$ cat src/rtl/dd_pkg.sv
package dd_pkg;
  typedef enum logic {PH_A = 1'b0, PH_B = 1'b1} phase_e;
endpackage

$ cat src/rtl/dd_edge_sync.sv
module dd_edge_sync #(
  parameter int STAGES = 2
) (
  input  logic clk,
  input  logic rst,
  input  logic async_i,
  output logic rise_o
);
  logic [STAGES-1:0] sync_q;
  logic              last_q;

  genvar g;
  generate
    for (g = 0; g < STAGES; g++) begin : g_stage
      if (g == 0) begin : g_first
        always_ff @(posedge clk) begin
          if (rst) sync_q[0] <= 1'b0;
          else     sync_q[0] <= async_i;
        end
      end else begin : g_next
        always_ff @(posedge clk) begin
          if (rst) sync_q[g] <= 1'b0;
          else     sync_q[g] <= sync_q[g-1];
        end
      end
    end
  endgenerate

  always_ff @(posedge clk) begin
    if (rst) last_q <= 1'b0;
    else     last_q <= sync_q[STAGES-1];
  end

  assign rise_o = sync_q[STAGES-1] & ~last_q;
endmodule

$ cat src/rtl/dd_phase_div.sv
module dd_phase_div
  import dd_pkg::*;
(
  input  logic   clk,
  input  logic   rst,
  input  logic   tick_i,
  output logic   next_b_o,
  output phase_e cur_o,
  output logic   strobe_a_o,
  output logic   strobe_b_o
);
  logic   sel_q;
  phase_e cur_q;

  always_ff @(posedge clk) begin
    if (rst) begin
      sel_q      <= 1'b0;
      cur_q      <= PH_A;
      strobe_a_o <= 1'b0;
      strobe_b_o <= 1'b0;
    end else begin
      strobe_a_o <= tick_i & ~sel_q;
      strobe_b_o <= tick_i & sel_q;
      if (tick_i) begin
        sel_q <= ~sel_q;
        cur_q <= sel_q ? PH_B : PH_A;
      end
    end
  end

  assign next_b_o = sel_q;
  assign cur_o    = cur_q;
endmodule

$ cat src/rtl/dd_mode_fsm.sv
module dd_mode_fsm #(
  parameter int GUARD_CYC = 16,
  parameter int EXIT_CNT  = 3
) (
  input  logic clk,
  input  logic rst,
  input  logic mode_en_i,
  input  logic tick_i,
  input  logic tick_b_i,
  input  logic duty_a_i,
  input  logic duty_b_i,
  input  logic clr_hit_i,
  output logic mode_low_o,
  output logic exit_o,
  output logic ovf_a_o,
  output logic ovf_b_o
);
  localparam int CW = $clog2(GUARD_CYC + 1);
  localparam int EW = $clog2(EXIT_CNT + 1);
  localparam logic [CW-1:0] GUARD_V = CW'(GUARD_CYC);
  localparam logic [EW-1:0] LAST_V  = EW'(EXIT_CNT - 1);

  logic [CW-1:0] cnt_q;
  logic [EW-1:0] shorts_q;
  logic          early;
  logic          pass_other;

  assign early      = cnt_q < GUARD_V;
  assign pass_other = tick_i & (tick_b_i ? duty_a_i : duty_b_i);
  assign exit_o     = mode_en_i & ~mode_low_o & clr_hit_i & early & (shorts_q == LAST_V);

  always_ff @(posedge clk) begin
    if (rst) begin
      mode_low_o <= 1'b1;
      cnt_q      <= '0;
      shorts_q   <= '0;
      ovf_a_o    <= 1'b0;
      ovf_b_o    <= 1'b0;
    end else begin
      ovf_a_o <= tick_i & tick_b_i & mode_low_o & duty_a_i;
      ovf_b_o <= tick_i & ~tick_b_i & mode_low_o & duty_b_i;
      if (tick_i)              cnt_q <= '0;
      else if (cnt_q < GUARD_V) cnt_q <= cnt_q + 1'b1;
      if (!mode_en_i) begin
        mode_low_o <= 1'b1;
        shorts_q   <= '0;
      end else if (mode_low_o) begin
        shorts_q <= '0;
        if (pass_other) mode_low_o <= 1'b0;
      end else if (clr_hit_i) begin
        if (!early)      shorts_q <= '0;
        else if (exit_o) begin
          mode_low_o <= 1'b1;
          shorts_q   <= '0;
        end else         shorts_q <= shorts_q + 1'b1;
      end
    end
  end
endmodule

$ cat src/rtl/dual_duty_ctrl.sv
module dual_duty_ctrl
  import dd_pkg::*;
#(
  parameter int SYNC_STAGES = 2,
  parameter int GUARD_CYC   = 16,
  parameter int EXIT_CNT    = 3
) (
  input  logic clk,
  input  logic rst,
  input  logic ramp_clk_i,
  input  logic pwm_i,
  input  logic mode_en_i,
  output logic duty_a_o,
  output logic duty_b_o,
  output logic strobe_a_o,
  output logic strobe_b_o,
  output logic ovf_a_o,
  output logic ovf_b_o,
  output logic mode_low_o
);
  logic   tick, pwm_rise, next_b, exit_hit, clr_hit;
  logic   clr_a, clr_b, set_a, set_b;
  phase_e cur, tgt;

  dd_edge_sync #(.STAGES(SYNC_STAGES)) u_ramp_sync (
    .clk(clk), .rst(rst), .async_i(ramp_clk_i), .rise_o(tick));
  dd_edge_sync #(.STAGES(SYNC_STAGES)) u_pwm_sync (
    .clk(clk), .rst(rst), .async_i(pwm_i), .rise_o(pwm_rise));

  dd_phase_div u_div (
    .clk(clk), .rst(rst), .tick_i(tick), .next_b_o(next_b), .cur_o(cur),
    .strobe_a_o(strobe_a_o), .strobe_b_o(strobe_b_o));

  // Low-duty mode clears the owner of the current ramp; high-duty mode the previous one.
  assign tgt     = mode_low_o ? cur : ((cur == PH_A) ? PH_B : PH_A);
  assign clr_a   = pwm_rise & (tgt == PH_A);
  assign clr_b   = pwm_rise & (tgt == PH_B);
  assign clr_hit = (clr_a & duty_a_o) | (clr_b & duty_b_o);
  assign set_a   = tick & ~next_b;
  assign set_b   = tick & next_b;

  dd_mode_fsm #(.GUARD_CYC(GUARD_CYC), .EXIT_CNT(EXIT_CNT)) u_mode (
    .clk(clk), .rst(rst), .mode_en_i(mode_en_i), .tick_i(tick),
    .tick_b_i(next_b), .duty_a_i(duty_a_o), .duty_b_i(duty_b_o),
    .clr_hit_i(clr_hit), .mode_low_o(mode_low_o), .exit_o(exit_hit),
    .ovf_a_o(ovf_a_o), .ovf_b_o(ovf_b_o));

  always_ff @(posedge clk) begin
    if (rst) begin
      duty_a_o <= 1'b0;
      duty_b_o <= 1'b0;
    end else begin
      if (set_a)                 duty_a_o <= 1'b1;
      else if (clr_a | exit_hit) duty_a_o <= 1'b0;
      if (set_b)                 duty_b_o <= 1'b1;
      else if (clr_b | exit_hit) duty_b_o <= 1'b0;
    end
  end
endmodule

$ cat config.mk
export PLATFORM = sky130hd
export DESIGN_NAME = dual_duty_ctrl
export DESIGN_NICKNAME = d
export VERILOG_FILES = /design/src/rtl/dd_pkg.sv /design/src/rtl/dd_edge_sync.sv /design/src/rtl/dd_phase_div.sv /design/src/rtl/dd_mode_fsm.sv /design/src/rtl/dual_duty_ctrl.sv
export SDC_FILE = /design/constraint.sdc
export NUM_CORES = 1
export LEC_CHECK = 0
export ABC_CLOCK_PERIOD_IN_PS = 2500
export BUFFER_PORTS_ARGS = -buffer_cell sky130_fd_sc_hd__buf_2
export CELL_PAD_IN_SITES_DETAIL_PLACEMENT = 1
export CELL_PAD_IN_SITES_GLOBAL_PLACEMENT = 2
export CORE_MARGIN = 10
export CORE_UTILIZATION = 30
export CTS_CLUSTER_SIZE = 8
export DETAILED_ROUTE_END_ITERATION = 8
export PLACE_DENSITY = 0.73
export RECOVER_POWER = 25
export SYNTH_ARGS = -nofsm -noshare
export SYNTH_HDL_FRONTEND = slang
export SYNTH_SLANG_ARGS = --single-unit
export TNS_END_PERCENT = 100
$ cat constraint.sdc
create_clock -name clk -period 2.5 [get_ports clk]
set_clock_uncertainty 0.15 [all_clocks]
set_input_delay 0.25 -clock clk [delete_from_list [all_inputs] [get_ports clk]]
set_output_delay 0.25 -clock clk [all_outputs]
set_load 0.02 [all_outputs]
## Yosys cells after proc, flatten, opt, wreduce, memory -nomap -nowiden

Cells that the tools add are included.

- Bits in registers: 22
- Input port bits: 5
- Output and inout port bits: 7
- Logic and storage cells: 67

- Add/sub/neg operators: 2
- Magnitude comparators: 1
- Eq/ne operators: 1
- Multiplexer cells: 15
- Bitwise gates (word level): 26
- Reduce and logical (&&, ||, !) cells: 5

Operators by type and width:

| cell | count |
|---|---|
| $and A1 B1 Y1 | 17 |
| $mux W1 | 13 |
| $not A1 Y1 | 6 |
| $add A5 B1 Y5 const B | 1 |
| $lt A5 B5 Y1 const B | 1 |
| $mux W2 | 2 |
| $reduce_bool A2 Y1 | 2 |
| $reduce_or A2 Y1 | 2 |
| $or A1 B1 Y1 | 3 |
| $reduce_or A3 Y1 | 1 |
| $add A2 B1 Y2 const B | 1 |
| $eq A2 B2 Y1 const B | 1 |

## Depth between registers and ports, before layout

Gate-level depths: netlist (run 1).

- Depth after elaboration: 13
- Depth in mapped cells: 4

## Hierarchy

From an unflattened synthesis (run 1), not the netlist that was laid out.

- Cell total of the unflattened synthesis: 81
- Area total of the unflattened synthesis: 852.1 µm²

Modules (own cells, without submodules):

| module | instances | cells each | area an instance (µm²) | sequential area each (µm²) |
|---|---|---|---|---|
| dd_mode_fsm | 1 | 43 | 425.4 | 200.2 |
| dd_edge_sync | 2 | 7 | 87.6 | 60.1 |
| dual_duty_ctrl | 1 | 14 | 127.6 | 40.0 |
| dd_phase_div | 1 | 10 | 123.9 | 80.1 |

## Least setup slack after synthesis (run 1)

OpenSTA, ideal clock, no wires.

- Kind: register to register
- From: register u_mode.mode_low_o
- To: register duty_a_o
- Library setup time: 0.131 ns
- Arrival: 1.338 ns
- Path slack: 0.881 ns
- Cell stages (with the launch flop): 5
- Path buffers: 0
- Clock period less this slack: 1.619 ns
- Cells stage by stage: dfxtp_1 > xnor2_1 > mux2_4 > nor3_2 > o31ai_1

- Cells in the longest elaborated chain, start to end: 10

RTL lines:

| what | line | RTL |
|---|---|---|
| from (decl) | dd_mode_fsm.sv:13 | `output logic mode_low_o,` |
| from (signal assigned) | dd_mode_fsm.sv:34 | `mode_low_o <= 1'b1;` |
| from (signal assigned) | dd_mode_fsm.sv:45 | `mode_low_o <= 1'b1;` |
| from (signal assigned) | dd_mode_fsm.sv:49 | `if (pass_other) mode_low_o <= 1'b0;` |
| $mux W1 | dual_duty_ctrl.sv:35 | `assign tgt = mode_low_o ? cur : ((cur == PH_A) ? PH_B : PH_A);` |
| $not A1 Y1 | dual_duty_ctrl.sv:36 | `assign clr_a = pwm_rise & (tgt == PH_A);` |
| $and A1 B1 Y1 | dual_duty_ctrl.sv:36 |  |
| $and A1 B1 Y1 | dual_duty_ctrl.sv:38 | `assign clr_hit = (clr_a & duty_a_o) \| (clr_b & duty_b_o);` |
| $or A1 B1 Y1 | dual_duty_ctrl.sv:38 |  |
| $and A1 B1 Y1 (3 in series) | dd_mode_fsm.sv:30 | `assign exit_o = mode_en_i & ~mode_low_o & clr_hit_i & early & (shorts_q == LAST_V);` |
| $or A1 B1 Y1 (*) | dual_duty_ctrl.sv:54 | `else if (clr_a \| exit_hit) duty_a_o <= 1'b0;` |
| $reduce_bool A2 Y1 (no line) (*) | - |  |
| to (signal assigned) | dual_duty_ctrl.sv:50 | `duty_a_o <= 1'b0;` |
| to (signal assigned) | dual_duty_ctrl.sv:53 | `if (set_a) duty_a_o <= 1'b1;` |
| to (signal assigned) | dual_duty_ctrl.sv:54 |  |
| to (decl) | dual_duty_ctrl.sv:13 | `output logic duty_a_o,` |

Mark *: on every way between the ends. The rest lies on a longest branch, timed or not.
A chain may end at the register's enable or synchronous reset.

## Final worst setup path (run 1)

- From: register u_mode.mode_low_o
- To: register u_mode.mode_low_o

- Cells in the longest elaborated chain, start to end: 12

RTL lines:

| what | line | RTL |
|---|---|---|
| $mux W1 | dual_duty_ctrl.sv:35 |  |
| $not A1 Y1 | dual_duty_ctrl.sv:36 |  |
| $and A1 B1 Y1 | dual_duty_ctrl.sv:36 |  |
| $and A1 B1 Y1 | dual_duty_ctrl.sv:38 |  |
| $or A1 B1 Y1 | dual_duty_ctrl.sv:38 |  |
| $and A1 B1 Y1 (3 in series) | dd_mode_fsm.sv:30 |  |
| $mux W1 | dd_mode_fsm.sv:52 | `else if (exit_o) begin` |
| $mux W1 | dd_mode_fsm.sv:51 | `if (!early) shorts_q <= '0;` |
| $mux W1 | dd_mode_fsm.sv:50 | `end else if (clr_hit_i) begin` |
| $mux W1 (*) | dd_mode_fsm.sv:47 | `end else if (mode_low_o) begin` |

Marked as above.

==> flow_metrics.env, run 1 <==
export IMPL_relSlewSlack=0.7891
export IMPL_fmaxAchievable_mhz=610.5
export IMPL_synth_warnings=0
export IMPL_yosysSeqAreaShare=0.5391
export IMPL_place_ws_ns=0.8843
export IMPL_nets=102
export IMPL_cts_tree="built"
export IMPL_numCtsBuffers=3
export IMPL_core_area_sq_mm=0.002545
export IMPL_synth_distinct_cells=27
export IMPL_status="finished clean"
export IMPL_crit_required_ns=2.60
export IMPL_clk_pin_slew_ns=0.12
export IMPL_syn_nets=86
export IMPL_synth_fa_ha_area_frac=0.01531
export IMPL_synth_top_family_by_area="simple AND/OR/NAND/NOR gates"
export IMPL_p_sw_frac=0.2170
export IMPL_drtPass1Iterations=4
export IMPL_setup_slack_ns=0.8620
export IMPL_clk_latency_ns=0.30
export IMPL_power_frac_clock=0.323
export IMPL_avgSynthCellArea_sq_um=10.21
export IMPL_leakage_nw=0.3865
export IMPL_dr_first_iter_drc_count=12
export IMPL_dr_total_vias=598
export IMPL_ctsHoldBuffers=2
export IMPL_num_rows=18
export IMPL_drc=0
export IMPL_gp_congestion=0.7917
export IMPL_place_hpwl_mm=1.248
export IMPL_worst_pin_slew_ns=0.3157
export IMPL_cp_end_kind="flop"
export IMPL_ys_top_cells_by_area="dfxtp_1, nor2b_1, nor2_1, nand3b_1, a32o_1"
export IMPL_cts_sinks=22
export IMPL_antenna_found_initial=0
export IMPL_fp_dieW_microns=72.19
export IMPL_synth_compound_area_frac=0.08116
export IMPL_finalSetupTns_ns=0
export IMPL_dp_cells=119
export IMPL_post_cts_setup_buffers=0
export IMPL_nFillCells=293
export IMPL_path_class="reg2reg"
export IMPL_postRouteAntennaNets=0
export IMPL_synthXorXnorAreaFrac=0.04288
export IMPL_grt_start_max_net_pins=15
export IMPL_fin_crit_ns=1.638
export IMPL_grt_pass1_vias=615
export IMPL_area_delta_synth_final_pct=17.30
export IMPL_io_pin_count=12
export IMPL_diodes=0
export IMPL_pwr_density_cell_mw_per_mm2=620.6
export IMPL_grt_setup_unrepaired="no"
export IMPL_cts_htree_levels=1
export IMPL_die_h_microns=72.19
export IMPL_synthCells=80
export IMPL_reg2reg_from="u_mode.mode_low_o"
export IMPL_grt_pass1_wl_mm=2.835
export IMPL_grt_use_total=0.06659
export IMPL_drive_above_1_share=0.2105
export IMPL_place_area_sq_um=902.1
export IMPL_internal_power_mw=0.4657
export IMPL_min_path_type="in2reg"
export IMPL_final_util=0.3766
export IMPL_hp_start="mode_en_i"
export IMPL_drv_slew=0
export IMPL_cp_max_fo=8
export IMPL_synth_top_area_cell="dfxtp_1"
export IMPL_crit_start="u_mode.mode_low_o"
export IMPL_cts_resized=0
export IMPL_pwr_share_comb=0.056
export IMPL_drt_wl_total_mm=1.601
export IMPL_port_buffers=11
export IMPL_synth_top_area_frac=0.5391
export IMPL_globalRouteOverflowTotal=0
export IMPL_ys_ff_latch=22
export IMPL_wire_per_inst_microns=12.81
export IMPL_muxShareOfSynthArea=0.03063
export IMPL_clockRootBuffer="clkbuf_4"
export IMPL_setup_viol=0
export IMPL_arrival_ns=1.74
export IMPL_setup_worst_path_start_class="flop"
export IMPL_start_util=0.3210
export IMPL_synthSimpleGateAreaFrac=0.2634
export IMPL_syn_area_sq_um=817.0
export IMPL_seq_power_share=0.620
export IMPL_cap_violations=0
export IMPL_fin_crit_sh=0.6552
export IMPL_stdcell_count=125
export IMPL_stdcell_area_sq_um=958.4
export IMPL_clock_tree_buffer_depth=2
export IMPL_die_area_sq_mm=0.005211
export IMPL_p_switching_mw=0.1291
export IMPL_peakVddDrop_v=0.0003312
export IMPL_avgViaCountPerCell=4.784
export IMPL_hold_viol_final=0
per-stage QoR:
stage | hold slack, ns | power [mW]
floorplan | 0.1990 | 0.3962
global placement | 0.2686 | 0.4073
detailed placement | 0.2749 | 0.4087
CTS | 0.01717 | 0.6058
global route | 0.03609 | 0.6220
finish | 0.03367 | 0.5948
sequential cells by signal, indices dropped and copies added, names as in the netlist:
| name | flops |
|---|---|
| duty_a_o | 1 |
| duty_b_o | 1 |
| u_div.cur_o | 1 |
| u_div.next_b_o | 1 |
| u_div.strobe_a_o | 1 |
| u_div.strobe_b_o | 1 |
| u_mode.cnt_q | 5 |
| u_mode.mode_low_o | 1 |
| u_mode.ovf_a_o | 1 |
| u_mode.ovf_b_o | 1 |
| u_mode.shorts_q | 2 |
| u_pwm_sync.last_q | 1 |
| u_pwm_sync.sync_q | 2 |
| u_ramp_sync.last_q | 1 |
| u_ramp_sync.sync_q | 2 |
worst max-delay path, stage by stage, from the launching register on:
cell       delay (ns)
dfxtp_1          0.47
xnor2_1          0.22
mux2_4           0.37
nor3_2           0.23
nand4bb_1        0.15
power groups by stage:
stage | logic, mW | clock network, mW | registers [mW]
3_3_place_gp | 0.0305 | 0 | 0.377
4_1_cts | 0.0343 | 0.202 | 0.369
5_1_grt | 0.0378 | 0.213 | 0.371
3_5_place_dp | 0.0317 | 0 | 0.377
6_report | 0.0333 | 0.192 | 0.369
2_1_floorplan | 0.0191 | 0 | 0.377
metal layers:
layer / vias up / wire length, microns / GRT usage
li1: 307 / - / -
met1: 282 / 766 / 0.07680
met2: 7 / 747 / 0.1059
met3: 2 / 68 / 0.02041
met4: 0 / 19 / 0.03871
met5: - / 0 / 0
kinds of logic after synthesis:
logic type               after synthesis
AND/OR/NAND/NOR                       35
flip-flops                            22
AO/OA/AOI/OAI                         10
buffers and inverters                  6
XOR/XNOR                               4
multiplexers                           2
adder cells (fa/ha/maj)                1
cell usage in the layout, fill, tap and decap left out, types with 2 or more instances in the layout:
cell type	n
a32o_1	2
buf_2	11
clkbuf_4	3
dfxtp_1	22
dlygate4sd3_1	2
inv_1	4
nand2_1	2
nand2b_1	3
nand3b_1	3
nor2_1	8
nor2b_1	8
nor3_1	2
nor3b_1	2
o21ai_0	4
o31ai_1	2
xnor2_1	2
xor2_1	2
area by class of cell:
cell class	instances	area [sq um]	share of cell area
clock buffers	4	36.28	0.03786
multi-input cells	52	354.1	0.3695
well taps	30	37.54	0.03916
repair buffers	13	75.07	0.07833
inverters	4	15.01	0.01567
flip-flops and latches	22	440.4	0.4595
worst paths after layout:
check / end / cells past startpoint / slack [ns]
max: u_mode.mode_low_o / 4 / 0.86
min: u_mode.mode_low_o / 2 / 0.03
max reg2reg: u_mode.mode_low_o / 4 / 0.86
min reg2reg: u_pwm_sync.sync_q[1] / 1 / 0.30
cells in the mapped netlist:
cell	instances
nand3b_1	3
nand4b_1	1
nor3_2	1
a21oi_1	1
o21ai_0	4
nand2_1	2
and4_2	1
nand3_1	1
a32o_1	2
dfxtp_1	22
xor2_1	2
and3_2	1
o31ai_1	2
nor3_1	2
mux2_4	1
xnor2_1	2
clkbuf_1	2
ha_1	1
nor2b_1	8
inv_1	4
mux2i_1	1
nand4bb_1	1
or3b_2	1
a31oi_1	1
nand2b_1	3
nor3b_1	2
nor2_1	8
No activity file was read; power rests on OpenSTA's default activity.
==> inputs of run 2 (changes only) <==
- ABC_AREA: not set -> 1
- ABC_CLOCK_PERIOD_IN_PS: 2500 -> 1350
- CORE_UTILIZATION: 30 -> 28
- PLACE_DENSITY: 0.73 -> 0.76
- clock period: 2.5 -> 1.35 ns (I/O delays scaled with it)
==> run 2 against run 1 <==
- final cell count up 42%
- total power is 90% higher
- final area grew 13%
- sequential power up 85%
- combinational power rose by 130%
- core utilization fell by 2.0 points
- clock power up 93%
- non-clock buffer count is 3 higher
- routed wire length rose by 23%
- synthesized area up 9.5%
- critical endpoint is now duty_a_o
- largest cell class unchanged
==> flow_metrics.env, run 2 <==
export IMPL_status="finished clean"
export IMPL_die_h_microns=76.53
export IMPL_antenna_found_initial=0
export IMPL_drive_above_1_share=0.2256
export IMPL_drtPass1Iterations=5
export IMPL_cts_sinks=22
export IMPL_fmaxAchievable_mhz=793.3
export IMPL_synth_top_family_by_area="simple AND/OR/NAND/NOR gates"
export IMPL_synth_top_area_frac=0.4923
export IMPL_critPathSlowestCell="dfxtp_1"
export IMPL_min_path_type="reg2reg"
export IMPL_cp_end_kind="output pin"
export IMPL_diodes=0
export IMPL_grt_pass1_vias=806
export IMPL_grt_use_total=0.07618
export IMPL_cts_htree_levels=1
export IMPL_num_rows=20
export IMPL_mostFrequentLayoutCell="dfxtp_1"
export IMPL_synth_ff_type="dfxtp_1"
export IMPL_hp_start="u_ramp_sync.sync_q[0]"
export IMPL_cap_violations=0
export IMPL_yosysSeqAreaShare=0.4923
export IMPL_netlist_top_cells_count="dfxtp_1, nand2_1, inv_1"
export IMPL_syn_nets=120
export IMPL_nets=140
export IMPL_grt_setup_unrepaired="no"
export IMPL_total_power_mw=1.128
export IMPL_holdPathStages=2
export IMPL_dr_first_iter_drc_count=48
export IMPL_pwr_share_comb=0.067
export IMPL_largest_reg_flops=5
export IMPL_synth_distinct_cells=20
export IMPL_drc=0
export IMPL_synthCells=114
export IMPL_peakVddDrop_v=0.0003185
export IMPL_dp_cells=169
export IMPL_setup_viol=0
export IMPL_stdcell_count=177
export IMPL_synth_fa_ha_area_frac=0.01399
export IMPL_wire_per_inst_microns=11.16
export IMPL_synthSimpleGateAreaFrac=0.3175
export IMPL_dr_total_vias=748
export IMPL_hold_viol_final=0
export IMPL_drt_wl_total_mm=1.975
export IMPL_crit_family="flip-flops"
export IMPL_regMostFlops="u_mode.cnt_q"
export IMPL_arrival_ns=0.98
export IMPL_finalSetupTns_ns=0
export IMPL_setup_worst_path_start_class="flop"
export IMPL_area_delta_synth_final_pct=21.54
export IMPL_synth_edf_count=0
export IMPL_postRouteAntennaNets=0
export IMPL_avgViaCountPerCell=4.226
export IMPL_clk_pin_slew_ns=0.13
export IMPL_port_buffers=11
export IMPL_worstHoldEndpoint="u_ramp_sync.sync_q[1]"
export IMPL_clock_tree_buffer_depth=2
export IMPL_synth_most_common_cell="dfxtp_1"
export IMPL_drv_slew=0
export IMPL_crit_required_ns=1.07
export IMPL_leakage_nw=0.4808
export IMPL_syn_area_sq_um=894.6
export IMPL_cp_max_fo=4
export IMPL_clockRootBuffer="clkbuf_4"
export IMPL_synth_compound_area_frac=0.07273
export IMPL_p_sw_frac=0.2332
export IMPL_seq_power_share=0.605
export IMPL_r2r_end="duty_b_o"
export IMPL_core_area_sq_mm=0.003053
export IMPL_synth_warnings=0
export IMPL_globalRouteOverflowTotal=0
export IMPL_ys_ff_latch=22
export IMPL_final_cell_mix="dfxtp_1, inv_1, nand2_1"
export IMPL_grt_pass1_wl_mm=3.629
export IMPL_path_cells="buf_2"
export IMPL_pwr_density_cell_mw_per_mm2=1037
export IMPL_ys_top_cells_by_area="dfxtp_1, nand2_1, inv_1, nor2_1, a21oi_1"
export IMPL_die_area_sq_mm=0.005856
export IMPL_fin_crit_sh=0.9338
export IMPL_grt_start_max_net_pins=13
export IMPL_muxShareOfSynthArea=0
export IMPL_place_hpwl_mm=1.522
export IMPL_max_stage_delay_ns=0.46
export IMPL_start_util=0.2930
export IMPL_power_frac_clock=0.328
export IMPL_internal_power_mw=0.8646
export IMPL_post_cts_setup_buffers=0
export IMPL_synthXorXnorAreaFrac=0.009790
export IMPL_final_util=0.3561
export IMPL_relSlewSlack=0.8422
export IMPL_path_buf_inv=1
export IMPL_synth_top_area_cell="dfxtp_1"
export IMPL_cts_tree="built"
export IMPL_reg2regPathDepth=8
export IMPL_clk_latency_ns=0.31
export IMPL_fin_crit_ns=1.261
export IMPL_whs_ns=0.2605
export IMPL_fp_dieW_microns=76.53
export IMPL_p_switching_mw=0.2629
export IMPL_async_flop_share=0
export IMPL_io_pin_count=12
export IMPL_worst_pin_slew_ns=0.2367
export IMPL_avgSynthCellArea_sq_um=7.847
export IMPL_rrSetupSlack_ns=0.15
export IMPL_reg2reg_from="u_mode.mode_low_o"
export IMPL_path_class="reg2out"
export IMPL_gp_congestion=0.8182
export IMPL_numCtsBuffers=3
-- run 2: changes by cell type after synthesis, sizes merged, moves of 2 or more --
cell	before	now
clkbuf	2	0
nand2	2	26
o31ai	2	0
a21oi	1	8
nand3b	3	1
nand2b	3	0
nor2b	8	0
a32o	2	0
nor2	8	16
inv	4	21
nand3	1	8
xnor2	2	0
-- run 2: how the worst max path moves through the flow --
stage / start / end / slack [ns] / cells after the start
finish: duty_a_o / duty_a_o / 0.09 / 1
global route: duty_a_o / duty_a_o / 0.01 / 1
CTS: rst / u_mode.cnt_q[2] / 0.04 / 7
detailed placement: u_mode.mode_low_o / duty_a_o / 0.08 / 6
global placement: u_mode.mode_low_o / duty_a_o / 0.07 / 6
floorplan: u_mode.mode_low_o / duty_a_o / 0.09 / 7
-- run 2: area by class of cell --
cell class / count / area (sq um)
Clock buffer: 4 / 36.28
Fill cell: 390 / 1966
Inverter: 21 / 78.83
Multi-Input combinational cell: 70 / 375.4
Sequential cell: 22 / 441.7
Tap cell: 44 / 55.05
Timing Repair Buffer: 16 / 100.1
-- run 2: cell families (layout without fill, tap and decap cells) --
| logic type | count (synthesis) | after routing |
|---|---|---|
| AOI/OAI and AO/OA | 13 | 13 |
| buffers and inverters | 22 | 41 |
| xor gates and xnor gates | 1 | 1 |
| and+or+nand+nor | 55 | 55 |
| DFF | 22 | 22 |
| adders and majority gates | 1 | 1 |
-- run 2: stage by stage --
stage / cell area (sq um) / worst slack [ns]
floorplan: 894.6 / 0.09155
global placement: 1007 / 0.07446
detailed placement: 1007 / 0.07684
CTS: 1084 / 0.03787
global route: 1087 / 0.01456
finish: 1087 / 0.08940
-- run 2: routing by layer --
layer	GRT usage	share of wire
met5	0	0
met4	0.03346	0.014
met3	0.02358	0.033
met2	0.1250	0.46
met1	0.08865	0.49
-- run 2: timing repair --
action,4_1_cts,5_1_grt
hold buffers,4,0
endpoints found under the setup margin,0,5
endpoints found under the hold margin,3,0
gates resized for setup,0,4
-- run 2: power by group through the flow --
stage	logic, mW	clock network, mW	registers [mW]
finish	0.0756	0.370	0.682
global route	0.0880	0.429	0.686
CTS	0.0765	0.396	0.683
detailed placement	0.0670	0	0.696
global placement	0.0653	0	0.696
floorplan	0.0406	0	0.698
==> inputs of run 3 (changes only) <==
- ABC_CLOCK_PERIOD_IN_PS: 1350 -> 1230
- CORE_UTILIZATION: 28 -> 30
- PLACE_DENSITY: 0.76 -> 0.77
- clock period: 1.35 -> 1.23 ns (I/O delays scaled with it)
==> run 3 against run 2 <==
- clock power grew 4%
- combinational power up 9.0%
- final area is 0.46% higher
- register-to-register slack got worse by 0.13 ns
- first-iteration DRC count decreased by 60%
- total power grew 7.6%
- die area fell by 5.0%
- largest power group unchanged
- clock-buffer cell count unchanged
- via count up 0.27%
==> flow_metrics.env, run 3 (same netlist as run 2, synthesis figures left out) <==
export IMPL_status="finished clean"
export IMPL_dp_cells=156
export IMPL_pwr_density_cell_mw_per_mm2=1111
export IMPL_nets=141
export IMPL_peakVddDrop_v=0.0006790
export IMPL_core_area_sq_mm=0.002805
export IMPL_cts_sinks=22
export IMPL_hold_viol_final=0
export IMPL_arrival_ns=1.27
export IMPL_io_pin_count=12
export IMPL_clockRootBuffer="clkbuf_4"
export IMPL_start_util=0.3189
export IMPL_drt_wl_total_mm=1.921
export IMPL_stdcell_count=165
export IMPL_globalRouteOverflowTotal=0
export IMPL_fin_crit_sh=0.9866
export IMPL_fp_dieW_microns=74.61
export IMPL_fmaxAchievable_mhz=824.1
export IMPL_clk_latency_ns=0.30
export IMPL_die_area_sq_mm=0.005566
export IMPL_numCtsBuffers=3
export IMPL_leakage_nw=0.4911
export IMPL_regMostFlops="u_mode.cnt_q"
export IMPL_cp_end_kind="flop"
export IMPL_dr_total_vias=750
export IMPL_cap_violations=0
export IMPL_area_delta_synth_final_pct=22.10
export IMPL_grt_pass1_wl_mm=3.408
export IMPL_place_area_sq_um=992.2
export IMPL_grt_pass1_vias=751
export IMPL_drc=0
export IMPL_largest_reg_flops=5
export IMPL_antenna_found_initial=0
export IMPL_relSlewSlack=0.8470
export IMPL_crit_required_ns=1.28
export IMPL_grt_use_total=0.07784
export IMPL_setup_viol=0
export IMPL_stdcell_area_sq_mm=0.001092
export IMPL_fin_crit_ns=1.214
export IMPL_drive_above_1_share=0.2612
export IMPL_worst_pin_slew_ns=0.2290
export IMPL_grt_setup_unrepaired="yes"
export IMPL_die_h_microns=74.61
export IMPL_dr_first_iter_drc_count=19
export IMPL_path_class="reg2reg"
export IMPL_grt_start_max_net_pins=13
export IMPL_place_hpwl_mm=1.485
export IMPL_cp_max_fo=5
export IMPL_clock_tree_buffer_depth=2
export IMPL_wire_per_inst_microns=11.64
export IMPL_cts_htree_levels=1
export IMPL_postRouteAntennaNets=0
export IMPL_min_path_type="in2reg"
export IMPL_num_rows=19
export IMPL_port_buffers=11
export IMPL_drtPass1Iterations=4
export IMPL_diodes=0
export IMPL_cts_tree="built"
export IMPL_final_cell_mix="inv_1, nand2_1, dfxtp_1"
export IMPL_setup_worst_path_start_class="flop"
export IMPL_drv_slew=0
export IMPL_avgViaCountPerCell=4.545
export IMPL_clk_pin_slew_ns=0.12
export IMPL_gp_congestion=0.7371
## run 3: cell count changes in the layout (fill, tap and decap cells not counted), sizes merged
cell / delta
buf: +2
clkbuf: -1
## run 3: final cells by class
type	instances	area [sq um]
flip-flops and latches	22	447.9
fillers	343	1713
repair buffers	17	110.1
clock buffers	4	36.28
multi-input cells	70	377.9
inverters	21	81.33
well taps	31	38.79
## run 3: path summary, 6_finish.rpt
path,startpoint,end,slack (ns),cells past startpoint
hold reg to reg,u_ramp_sync.sync_q[0],u_ramp_sync.sync_q[1],0.27,2
setup reg to reg,u_mode.mode_low_o,duty_a_o,0.02,8
hold / removal,rst,u_ramp_sync.last_q,0.03,3
setup / recovery,u_mode.mode_low_o,duty_a_o,0.02,8
## run 3: critical path: stages, from the launching register on
cell     delay [ns]
dfxtp_4        0.39
inv_4          0.08
nand2_2        0.05
nand2_2        0.09
nand3_4        0.09
nand2_2        0.08
nand2_2        0.07
nand2_1        0.07
nand2_1        0.05
## run 3: timing repair
| item | 4_1_cts | 5_1_grt |
|---|---|---|
| buffers inserted | 0 | 1 |
| hold endpoints to repair | 3 | 0 |
| hold buffers | 4 | 0 |
| gates resized for setup | 6 | 3 |
| pin swaps | 0 | 3 |
| endpoints found under the setup margin | 4 | 8 |
## run 3: through the flow
| step | hold WS, ns | util | TNS (ns) | setup WS, ns | power [mW] |
|---|---|---|---|---|---|
| global placement | 0.1740 | 0.3537 | -0.02856 | -0.01682 | 0.8358 |
| finish | 0.02582 | 0.3894 | 0 | 0.01649 | 1.213 |
| floorplan | 0.05542 | - | 0 | 0.08696 | 0.8101 |
| CTS | 0.02181 | 0.3849 | 0 | 0.005253 | 1.234 |
| detailed placement | 0.1858 | 0.3537 | 0 | 0.0005360 | 0.8366 |
| global route | 0.04268 | 0.3894 | -0.3937 | -0.07144 | 1.279 |
## run 3: report_power, final
group | leakage [nW] | switching, mW | internal (mW)
sequential | 0.180 | 0.0150 | 0.732
combinational | 0.290 | 0.0470 | 0.0354
clock | 0.0210 | 0.204 | 0.180
## run 3: layer usage
| metal | part of all wire | global-route usage | up-vias |
|---|---|---|---|
| met3 | 0.041 | 0.02128 | 2 |
| met5 | 0 | 0 | - |
| li1 | - | - | 390 |
| met2 | 0.45 | 0.1239 | 6 |
| met1 | 0.50 | 0.09695 | 352 |
| met4 | 0.0073 | 0.03151 | 0 |
